===== src/rtl/booth_mult_pkg.sv =====
package booth_mult_pkg;

  typedef enum logic [1:0] {
    ST_IDLE = 2'd0,
    ST_RUN  = 2'd1,
    ST_HOLD = 2'd2
  } ctrl_state_e;

  typedef enum logic [1:0] {
    OP_SKIP = 2'd0,
    OP_ADD  = 2'd1,
    OP_SUB  = 2'd2
  } booth_op_e;

  // Bit pair {current, previous}: 01 -> add, 10 -> subtract, else skip.
  function automatic booth_op_e decode_pair(input logic [1:0] pair);
    booth_op_e op;
    case (pair)
      2'b01:   op = OP_ADD;
      2'b10:   op = OP_SUB;
      default: op = OP_SKIP;
    endcase
    return op;
  endfunction

endpackage


===== src/rtl/booth_recode.sv =====
module booth_recode
  import booth_mult_pkg::*;
(
  input  logic [1:0] pair_i,
  output logic       add_o,
  output logic       sub_o
);
  booth_op_e op;

  always_comb begin
    op    = decode_pair(pair_i);
    add_o = (op == OP_ADD);
    sub_o = (op == OP_SUB);
  end
endmodule


===== src/rtl/booth_step.sv =====
module booth_step #(
  parameter int HI_W = 5,
  parameter int LO_W = 5
) (
  input  logic [HI_W+LO_W-1:0] p_i,
  input  logic [HI_W-1:0]      add_hi_i,
  input  logic [HI_W-1:0]      sub_hi_i,
  output logic [HI_W+LO_W-1:0] p_o
);
  localparam int W = HI_W + LO_W;

  logic            add_en, sub_en;
  logic [HI_W-1:0] upper, addend, sum;
  logic [LO_W-1:0] lower;

  booth_recode u_recode (
    .pair_i (p_i[1:0]),
    .add_o  (add_en),
    .sub_o  (sub_en)
  );

  always_comb begin
    upper = p_i[W-1 -: HI_W];
    lower = p_i[LO_W-1:0];
    if (add_en)      addend = add_hi_i;
    else if (sub_en) addend = sub_hi_i;
    else             addend = '0;
    sum = upper + addend;                 // carry out discarded
    p_o = {sum[HI_W-1], sum, lower[LO_W-1:1]};  // arithmetic shift right
  end
endmodule


===== src/rtl/booth_ctrl.sv =====
module booth_ctrl
  import booth_mult_pkg::*;
#(
  parameter int ITER = 4
) (
  input  logic clk,
  input  logic rst_n,
  input  logic in_valid,
  input  logic out_ready,
  output logic in_ready,
  output logic load_o,
  output logic step_o,
  output logic out_valid,
  output logic done
);
  localparam int CNT_W = (ITER < 2) ? 1 : $clog2(ITER + 1);
  localparam logic [CNT_W-1:0] LAST = CNT_W'(ITER - 1);

  ctrl_state_e      state_q;
  logic [CNT_W-1:0] cnt_q;
  logic             done_q;
  logic             last_step;

  assign in_ready  = (state_q == ST_IDLE);
  assign out_valid = (state_q == ST_HOLD);
  assign load_o    = in_ready && in_valid;
  assign step_o    = (state_q == ST_RUN);
  assign last_step = step_o && (cnt_q == LAST);
  assign done      = done_q;

  always_ff @(posedge clk or negedge rst_n) begin
    if (!rst_n) begin
      state_q <= ST_IDLE;
      cnt_q   <= '0;
      done_q  <= 1'b0;
    end else begin
      done_q <= last_step;
      case (state_q)
        ST_IDLE: if (in_valid) begin
          state_q <= ST_RUN;
          cnt_q   <= '0;
        end
        ST_RUN: begin
          cnt_q <= cnt_q + 1'b1;
          if (cnt_q == LAST) state_q <= ST_HOLD;
        end
        ST_HOLD: if (out_ready) state_q <= ST_IDLE;
        default: state_q <= ST_IDLE;
      endcase
    end
  end

  a_r4_last_step_to_valid: assert property (@(posedge clk) disable iff (!rst_n)
    last_step |=> out_valid);
  a_r5_done_single: assert property (@(posedge clk) disable iff (!rst_n)
    done |=> !done);
  a_r5_done_with_rise: assert property (@(posedge clk) disable iff (!rst_n)
    $rose(out_valid) |-> done);
  a_r7_busy_after_accept: assert property (@(posedge clk) disable iff (!rst_n)
    load_o |=> !in_ready);
endmodule


===== src/rtl/booth_mult.sv =====
module booth_mult
  import booth_mult_pkg::*;
#(
  parameter int MCAND_W  = 16,
  parameter int MPLIER_W = 16
) (
  input  logic                        clk,
  input  logic                        rst_n,
  input  logic                        in_valid,
  output logic                        in_ready,
  input  logic [MCAND_W-1:0]          mcand_i,
  input  logic [MPLIER_W-1:0]         mplier_i,
  output logic                        out_valid,
  input  logic                        out_ready,
  output logic                        done,
  output logic [MCAND_W+MPLIER_W-1:0] product_o
);
  localparam int HI_W = MCAND_W + 1;   // multiplicand plus guard bit
  localparam int LO_W = MPLIER_W + 1;  // multiplier plus appended bit
  localparam int W    = HI_W + LO_W;

  logic            load, step;
  logic [W-1:0]    p_q, p_next;
  logic [HI_W-1:0] add_hi_q, sub_hi_q, mcand_ext;

  booth_ctrl #(.ITER(MPLIER_W)) u_ctrl (
    .clk       (clk),
    .rst_n     (rst_n),
    .in_valid  (in_valid),
    .out_ready (out_ready),
    .in_ready  (in_ready),
    .load_o    (load),
    .step_o    (step),
    .out_valid (out_valid),
    .done      (done)
  );

  booth_step #(.HI_W(HI_W), .LO_W(LO_W)) u_step (
    .p_i      (p_q),
    .add_hi_i (add_hi_q),
    .sub_hi_i (sub_hi_q),
    .p_o      (p_next)
  );

  assign mcand_ext = {mcand_i[MCAND_W-1], mcand_i};

  always_ff @(posedge clk or negedge rst_n) begin
    if (!rst_n) begin
      p_q      <= '0;
      add_hi_q <= '0;
      sub_hi_q <= '0;
    end else if (load) begin
      p_q      <= {{HI_W{1'b0}}, mplier_i, 1'b0};
      add_hi_q <= mcand_ext;
      sub_hi_q <= -mcand_ext;
    end else if (step) begin
      p_q <= p_next;
    end
  end

  assign product_o = p_q[W-2:1];

  a_r6_hold_valid: assert property (@(posedge clk) disable iff (!rst_n)
    (out_valid && !out_ready) |=> out_valid);
  a_r6_hold_product: assert property (@(posedge clk) disable iff (!rst_n)
    (out_valid && !out_ready) |=> $stable(product_o));
  a_r8_idle_product: assert property (@(posedge clk) disable iff (!rst_n)
    (in_ready && !in_valid) |=> $stable(product_o));
  a_r7_no_ready_while_valid: assert property (@(posedge clk) disable iff (!rst_n)
    out_valid |-> !in_ready);
endmodule


===== config.mk =====
export PLATFORM = sky130hd
export DESIGN_NAME = booth_mult
export DESIGN_NICKNAME = d
export VERILOG_FILES = /design/src/rtl/booth_mult_pkg.sv /design/src/rtl/booth_recode.sv /design/src/rtl/booth_step.sv /design/src/rtl/booth_ctrl.sv /design/src/rtl/booth_mult.sv
export SDC_FILE = /design/constraint.sdc
export NUM_CORES = 1
export LEC_CHECK = 0
export BUFFER_PORTS_ARGS = -buffer_cell sky130_fd_sc_hd__clkbuf_2
export CORE_MARGIN = 3
export CORE_UTILIZATION = 51
export CTS_CLUSTER_SIZE = 12
export DETAILED_ROUTE_END_ITERATION = 8
export PLACE_DENSITY = 0.75
export SYNTH_ARGS = -nofsm -noshare
export SYNTH_HDL_FRONTEND = slang
export SYNTH_SLANG_ARGS = --single-unit

===== constraint.sdc =====
create_clock -name clk -period 3.1 [get_ports clk]
set_clock_uncertainty 0.1 [all_clocks]
set_input_delay 0.31 -clock clk [delete_from_list [all_inputs] [get_ports clk]]
set_output_delay 0.31 -clock clk [all_outputs]
set_load 0.05 [all_outputs]

==> results of run 1 <==
[power groups by stage]
stage,clock network [mW],registers (mW),logic [mW]
floorplan,0,1.68,2.92
global placement,0,1.77,3.33
detailed placement,0,1.79,3.43
CTS,0.852,1.77,3.45
global route,0.891,1.85,3.87
finish,0.837,1.79,3.52
[final cells by class]
class / count / area, um^2
Inverter: 8 / 30.0
Sequential cell: 73 / 1830
Clock inverter: 5 / 78.8
Clock buffer: 11 / 141
Multi-Input combinational cell: 348 / 2100
Timing Repair Buffer: 90 / 515
Tap cell: 102 / 128
Fill cell: 692 / 3070
[layer usage]
metal / vias to the layer above / global-route usage (%)
met5: - / 0
met4: 0 / 7.56
met3: 11 / 2.66
met2: 73 / 32.2
met1: 1625 / 28.8
li1: 1739 / -
[flip-flops by register name (all words and copies together) (netlist names)]
name	count
p_q	33
sub_hi_q	16
add_hi_q	16
u_ctrl.state_q	2
u_ctrl.done	1
u_ctrl.cnt_q	5
[cell families after synthesis]
group / count (synthesis) / synth area share (%)
AO/OA/AOI/OAI: 106 / 16.5
XOR/XNOR: 23 / 4.75
adder cells (fa/ha/maj): 21 / 6.37
buffers and inverters: 63 / 8.40
flip-flops: 73 / 43.1
multiplexers: 4 / 0.944
AND/OR/NAND/NOR: 194 / 20.0
[worst register-to-register path, stage by stage, from the launching register on]
cell and delay, ps:
dfrtp_1 410, nor2b_1 140, buf_4 160, a22o_1 240, ha_1 290, a21o_1 220
a221o_1 340, and4_4 200, or4_1 510, xnor2_1 170, o21ai_1 70
[stage by stage]
stage	power [mW]	area, um^2	util, %	cells	hold slack (ps)
3_5_place_dp	5.22	4530	57.5	618	309
5_1_grt	6.60	4820	61.1	637	81.2
3_3_place_gp	5.10	4530	57.5	618	297
4_1_cts	6.08	4760	60.4	635	60.2
6_report	6.15	4820	61.1	637	69.4
2_1_floorplan	4.60	4250	-	484	-85.6
[path summary, 6_finish.rpt]
kind / startpoint / end / depth (start not counted)
setup / recovery: p_q[1]$_DFFE_PN0P_ / p_q[32]$_DFFE_PN0P_ / 10
min in group asynchronous: rst_n / add_hi_q[5]$_DFFE_PN0P_ / 2
hold / removal: mplier_i[1] / p_q[2]$_DFFE_PN0P_ / 3
hold reg to reg: add_hi_q[7]$_DFFE_PN0P_ / add_hi_q[7]$_DFFE_PN0P_ / 2
setup reg to reg: p_q[1]$_DFFE_PN0P_ / p_q[32]$_DFFE_PN0P_ / 10
max in group asynchronous: rst_n / p_q[4]$_DFFE_PN0P_ / 3
[cell usage in the layout, fill, tap and decap left out, types with 2 or more instances in the layout]
master       n
nor2_1      16
o41ai_1      2
nand2_1    122
and3_1       2
a22o_1      15
nand2b_1     3
o31ai_1      3
clkinv_2     2
o21ai_0     39
nand3_1     23
clkbuf_2    69
nor2b_1      5
nor2b_2      2
xnor2_1     11
xor2_1      12
nor3_1       7
or4_1        2
nand4_1      3
inv_1        8
ha_4         2
dfrtp_1     73
clkbuf_8    10
and2_1       2
o21a_1       4
a22oi_1     17
a21oi_1      8
o21bai_1     2
nor4_1       3
ha_1        18
a21o_1       4
buf_4       18
mux2i_1      4
bufinv_16    2
a31oi_1      3
[what timing repair did]
| item | CTS | global route |
|---|---|---|
| buffers inserted | 0 | 2 |
| gates resized for setup | 0 | 6 |
| endpoints found under the hold margin | 30 | 0 |
| endpoints found under the setup margin | 0 | 3 |
| hold buffers | 1 | 0 |
==> impl_metrics.toml, run 1 <==
[clocking]
worstSkewPairLatency_ps = 350
numCtsBuffers = 9
cts-root-buf = "clkbuf_8"
clock-sinks = 73
htree_levels = 3
cts_buffer_depth = 2
clk_transition_reported_paths_ps = 80
clock_tree_from_tritoncts = "yes"

[worst_setup_path]
critical-path-max-stage-delay_ps = 510
setup.reg_to_reg.worst_slack_ps = 120
crit_path_top_delay_cell = "or4_1"
criticalPathCategory = "reg -> reg"
crit_chain = "nor2b_1 > buf_4 > a22o_1 > ha_1 > a21o_1 > a221o_1 > and4_4 > or4_1 > xnor2_1 > o21ai_1"
critPathTopFamily = "compound AO/OA/AOI/OAI gates"
cp-start-kind = "register"
worst_ep_required_time_ps = 3210
end_kind = "register"
cp_max_fo = 11
cp.buffers_inverters = 1
critical_path_arrival_ps = 3090

[timing]
tns_ps = 0
timing.slew.headroom_pct = 45.3
max_freq_ghz = 0.335
report.final.setup_viol = 0
worst_setup_slack_final_ps = 116
timing_hold_violations_final = 0
fin_crit_ps = 2980
tightestPinTransition_ps = 818
timing.final.max_slew_violations = 0
final_min_period_over_clock_period_pct = 96.3

[floorplanning]
rows = 32
die-area_um2 = 9450
fp.dieH_um = 97.2
io_pins = 71
starting_density_of_the_core_pct = 53.8
core_um2 = 7890
chipWidth_um = 97.2

[placed_design]
port_buffers = 70
placement.setup.worst_slack_ps = 75.8
hpwlAfterDp_um = 6890
gp_congestion = 0.889

[detailed_routing]
ant_nets = 0
drc = 0
highest_layer = "met4"
drt_pre_antenna_iters = 4
drt_first_iter_violations = 93
met2RoutedLength_um = 4390
m1WireLength_um = 4580
routed_wl_um = 9500
avgViaCountPerCell = 5.41
vias = 3448
detailroute.wirelength.met3_um = 380
average_detailed_routed_wire_length_per_instance_um = 14.9

[outcome]
run_status = "finished clean"

[cells_and_area]
layout-area-overhead-vs-synth_pct = 13.6
finalNetCount = 587
final_layout_size_suffix_gt1_share_pct = 20.9
n_antenna_cell = 0

[pwr]
powerDensity_nw_per_um2 = 1280
pwr-share-seq_pct = 29.1
pwr-share-comb_pct = 57.3
irDropWorstVdd_uv = 356
leakagePower_nw = 2.39
switchingPower_mw = 2.96
clock_power_share_pct = 13.6
sw_frac_of_total_pct = 48.1
internal-power_mw = 3.19

[synthesis]
synth.yosys.warnings = 0
syn_area_um2 = 4240
yosysSeqAreaShare_pct = 43.1
post_synth_most_frequent_cells = "nand2_1 (122), dfrtp_1 (73), o21ai_0 (39)"
netlist.top_cell.by_area = "dfrtp_1"
netlist.area_leader.share_pct = 43.1
number_of_synthesized_flops_with_an_enable_pin = 0
syn_nets = 541
yosys-top-cells-area = "dfrtp_1 (43%), nand2_1 (11%), ha_1 (5.9%)"
synth-async-reset-ratio_pct = 100
postSynthRegisterBits = 73
synth.distinct_cells = 42
synthFlopType = "dfrtp_1"
syn_area_per_cell_um2 = 8.77
syn-instance-count = 484
synthMostInstantiatedCell = "nand2_1"

[min_path]
min_path_type = "in -> reg"

[global_routing]
first_global_vias = 3195
maximum_number_of_pins_on_one_net_before_global_route_repair = 63
antenna_found_initial = 0
grt_first_pass_wirelength_um = 15800
grtUsageTotal_pct = 20.4
overflow = 0

[job]
cap_violations = 0
(Power assumes the default switching activity.)
==> run 2, diff against run 1 <==
--- a/config.mk
+++ b/config.mk
@@ -10,7 +10,8 @@
 export CORE_UTILIZATION = 51
 export CTS_CLUSTER_SIZE = 12
 export DETAILED_ROUTE_END_ITERATION = 8
-export PLACE_DENSITY = 0.75
+export MAX_ROUTING_LAYER = met4
+export PLACE_DENSITY = 0.76
 export SYNTH_ARGS = -nofsm -noshare
 export SYNTH_HDL_FRONTEND = slang
 export SYNTH_SLANG_ARGS = --single-unit
==> run 2 against run 1 <==
Against the previous run: cell count unchanged; clock power barely moved; first-iteration DRC count rose by 96%; worst setup slack got worse by 53 ps; register-to-register slack worse by 50 ps; global-route usage increased by 0.65 points; sequential power barely moved; combinational power about the same; flip-flop and latch count unchanged.
==> impl_metrics.toml, run 2 (same netlist as run 1, synthesis figures left out) <==
[pwr]
switchingPower_mw = 2.93
pwr-share-seq_pct = 29.0
clock_power_share_pct = 13.7
internal-power_mw = 3.15
leakagePower_nw = 2.39
powerDensity_nw_per_um2 = 1270
irDropWorstVdd_uv = 383
pwr-share-comb_pct = 57.3
sw_frac_of_total_pct = 48.2

[cells_and_area]
final_util_pct = 60.7
number_of_flip_flops_in_the_largest_register = 33
multi_input_comb_area_um2 = 2070
fillers = 722
layout_common_cells = "nand2_1 (122), dfrtp_1 (73), clkbuf_2 (69)"
reg.largest.list = "p_q: 33 flops, add_hi_q: 16 flops, sub_hi_q: 16 flops"
final_layout_size_suffix_gt1_share_pct = 20.2
layout-area-overhead-vs-synth_pct = 12.8
max_flop_register = "p_q"
final_common_cell = "nand2_1"
n_antenna_cell = 0
finalNetCount = 587
register_cell_area_after_layout_um2 = 1830

[detailed_routing]
routed_wl_um = 9380
average_detailed_routed_wire_length_per_instance_um = 14.7
vias = 3466
avgViaCountPerCell = 5.44
ant_nets = 0
drt_first_iter_violations = 182
drt_pre_antenna_iters = 5
drc = 0

[floorplanning]
rows = 32
fp.dieH_um = 97.2
core_um2 = 7890
starting_density_of_the_core_pct = 53.8
io_pins = 71
chipWidth_um = 97.2
die-area_um2 = 9450

[worst_setup_path]
r2r_end = "p_q[32]$_DFFE_PN0P_"
worst_ep_required_time_ps = 3210
criticalPathCategory = "reg -> reg"
setup.reg_to_reg.worst_slack_ps = 60
critical-path-max-stage-delay_ps = 500
cell_depth_of_the_worst_flop_to_flop_path = 10
cp-start-kind = "register"
setup.worst_path.start = "p_q[1]$_DFFE_PN0P_"
end_kind = "register"
crit_path_top_delay_cell = "or4_1"
reg2reg_start = "p_q[1]$_DFFE_PN0P_"
crit_chain = "nor2b_1 > buf_4 > a22o_1 > ha_1 > and3_4 > a221o_1 > and4_4 > or4_1 > xnor2_1 > o21ai_1"
cp_max_fo = 10
critPathCapture = "p_q[32]$_DFFE_PN0P_"
critical_path_arrival_ps = 3150

[global_routing]
maximum_number_of_pins_on_one_net_before_global_route_repair = 74
grtUsageTotal_pct = 21.0
antenna_found_initial = 0
grt_first_pass_wirelength_um = 15900
overflow = 0
first_global_vias = 3343

[min_path]
min_path_type = "in -> reg"
whs_path_depth = 3

[timing]
timing.slew.headroom_pct = 60.9
fin_crit_ps = 3040
max_freq_ghz = 0.329
timing_hold_violations_final = 0
tns_ps = 0
worst_setup_slack_final_ps = 62.6
timing.final.max_slew_violations = 0
report.final.setup_viol = 0
rsz_0062_raised_after_global_routing = "true"
final_min_period_over_clock_period_pct = 98.0
tightestPinTransition_ps = 582

[outcome]
run_status = "finished clean"

[clocking]
clock_tree_from_tritoncts = "yes"
cts-root-buf = "clkbuf_8"
clk_transition_reported_paths_ps = 70
numCtsBuffers = 9
cts_buffer_depth = 2
clock-sinks = 73
worstSkewPairLatency_ps = 350
htree_levels = 3

[placed_design]
placement.setup.worst_slack_ps = 63.9
port_buffers = 70
gp_congestion = 0.903
hpwlAfterDp_um = 6850

[job]
cap_violations = 0
## run 2: worst min-delay path by stage
stage | startpoint | end | slack [ps]
after detailed placement | rst_n | sub_hi_q[1]$_DFFE_PN0P_ | 270
after global routing | mplier_i[10] | p_q[11]$_DFFE_PN0P_ | 70
after CTS | mplier_i[11] | p_q[12]$_DFFE_PN0P_ | 60
after floorplan | rst_n | add_hi_q[0]$_DFFE_PN0P_ | -90
final | mplier_i[4] | p_q[5]$_DFFE_PN0P_ | 80
after global placement | rst_n | sub_hi_q[1]$_DFFE_PN0P_ | 270
## run 2: repair_timing
item                       4_1_cts  5_1_grt
resized for setup                0        2
hold endpoints to repair        73        0
setup endpoints to repair        0        3
setup buffers                    0        2
hold buffers                     1        0
## run 2: stage by stage
stage               area (um^2)  hold slack [ps]  std cells  total power, mW
detailed placement         4530              267        618             5.23
CTS                        4760             61.1        635             6.08
global placement           4530              265        618             5.12
global route               4790             74.2        637             6.55
finish                     4790             77.2        637             6.09
floorplan                  4250            -85.6        484             4.60
## run 2: final cells by class
class,count,share of cell area [%]
sequential,73,38.2
clock inverter,5,1.65
multi-input combinational,348,43.2
timing repair buffer,90,10.8
clock buffer,11,2.95
tap,102,2.67
inverter,8,0.627
## run 2: per-layer routing
layer	track usage, %	part of all wire, %	up-vias
met1	28.5	47	1628
met2	32.7	47	91
met5	-	0	-
li1	-	-	1735
met3	3.09	4.2	12
met4	7.03	1.4	0
## run 2: power groups by stage
| stage | logic, mW | clock network [mW] | registers [mW] |
|---|---|---|---|
| floorplan | 2.92 | 0 | 1.68 |
| global placement | 3.35 | 0 | 1.76 |
| detailed placement | 3.45 | 0 | 1.78 |
| CTS | 3.46 | 0.852 | 1.76 |
| global route | 3.84 | 0.888 | 1.83 |
| finish | 3.49 | 0.835 | 1.77 |
## run 2: worst max-delay path: cells and delay by family (launching register included)
family	cells	cell delay [ps]
adders and majority gates	1	320
buffers and inverters	1	170
AOI/OAI and AO/OA	3	660
and+or+nand+nor	4	1070
DFF	1	410
xor gates and xnor gates	1	180
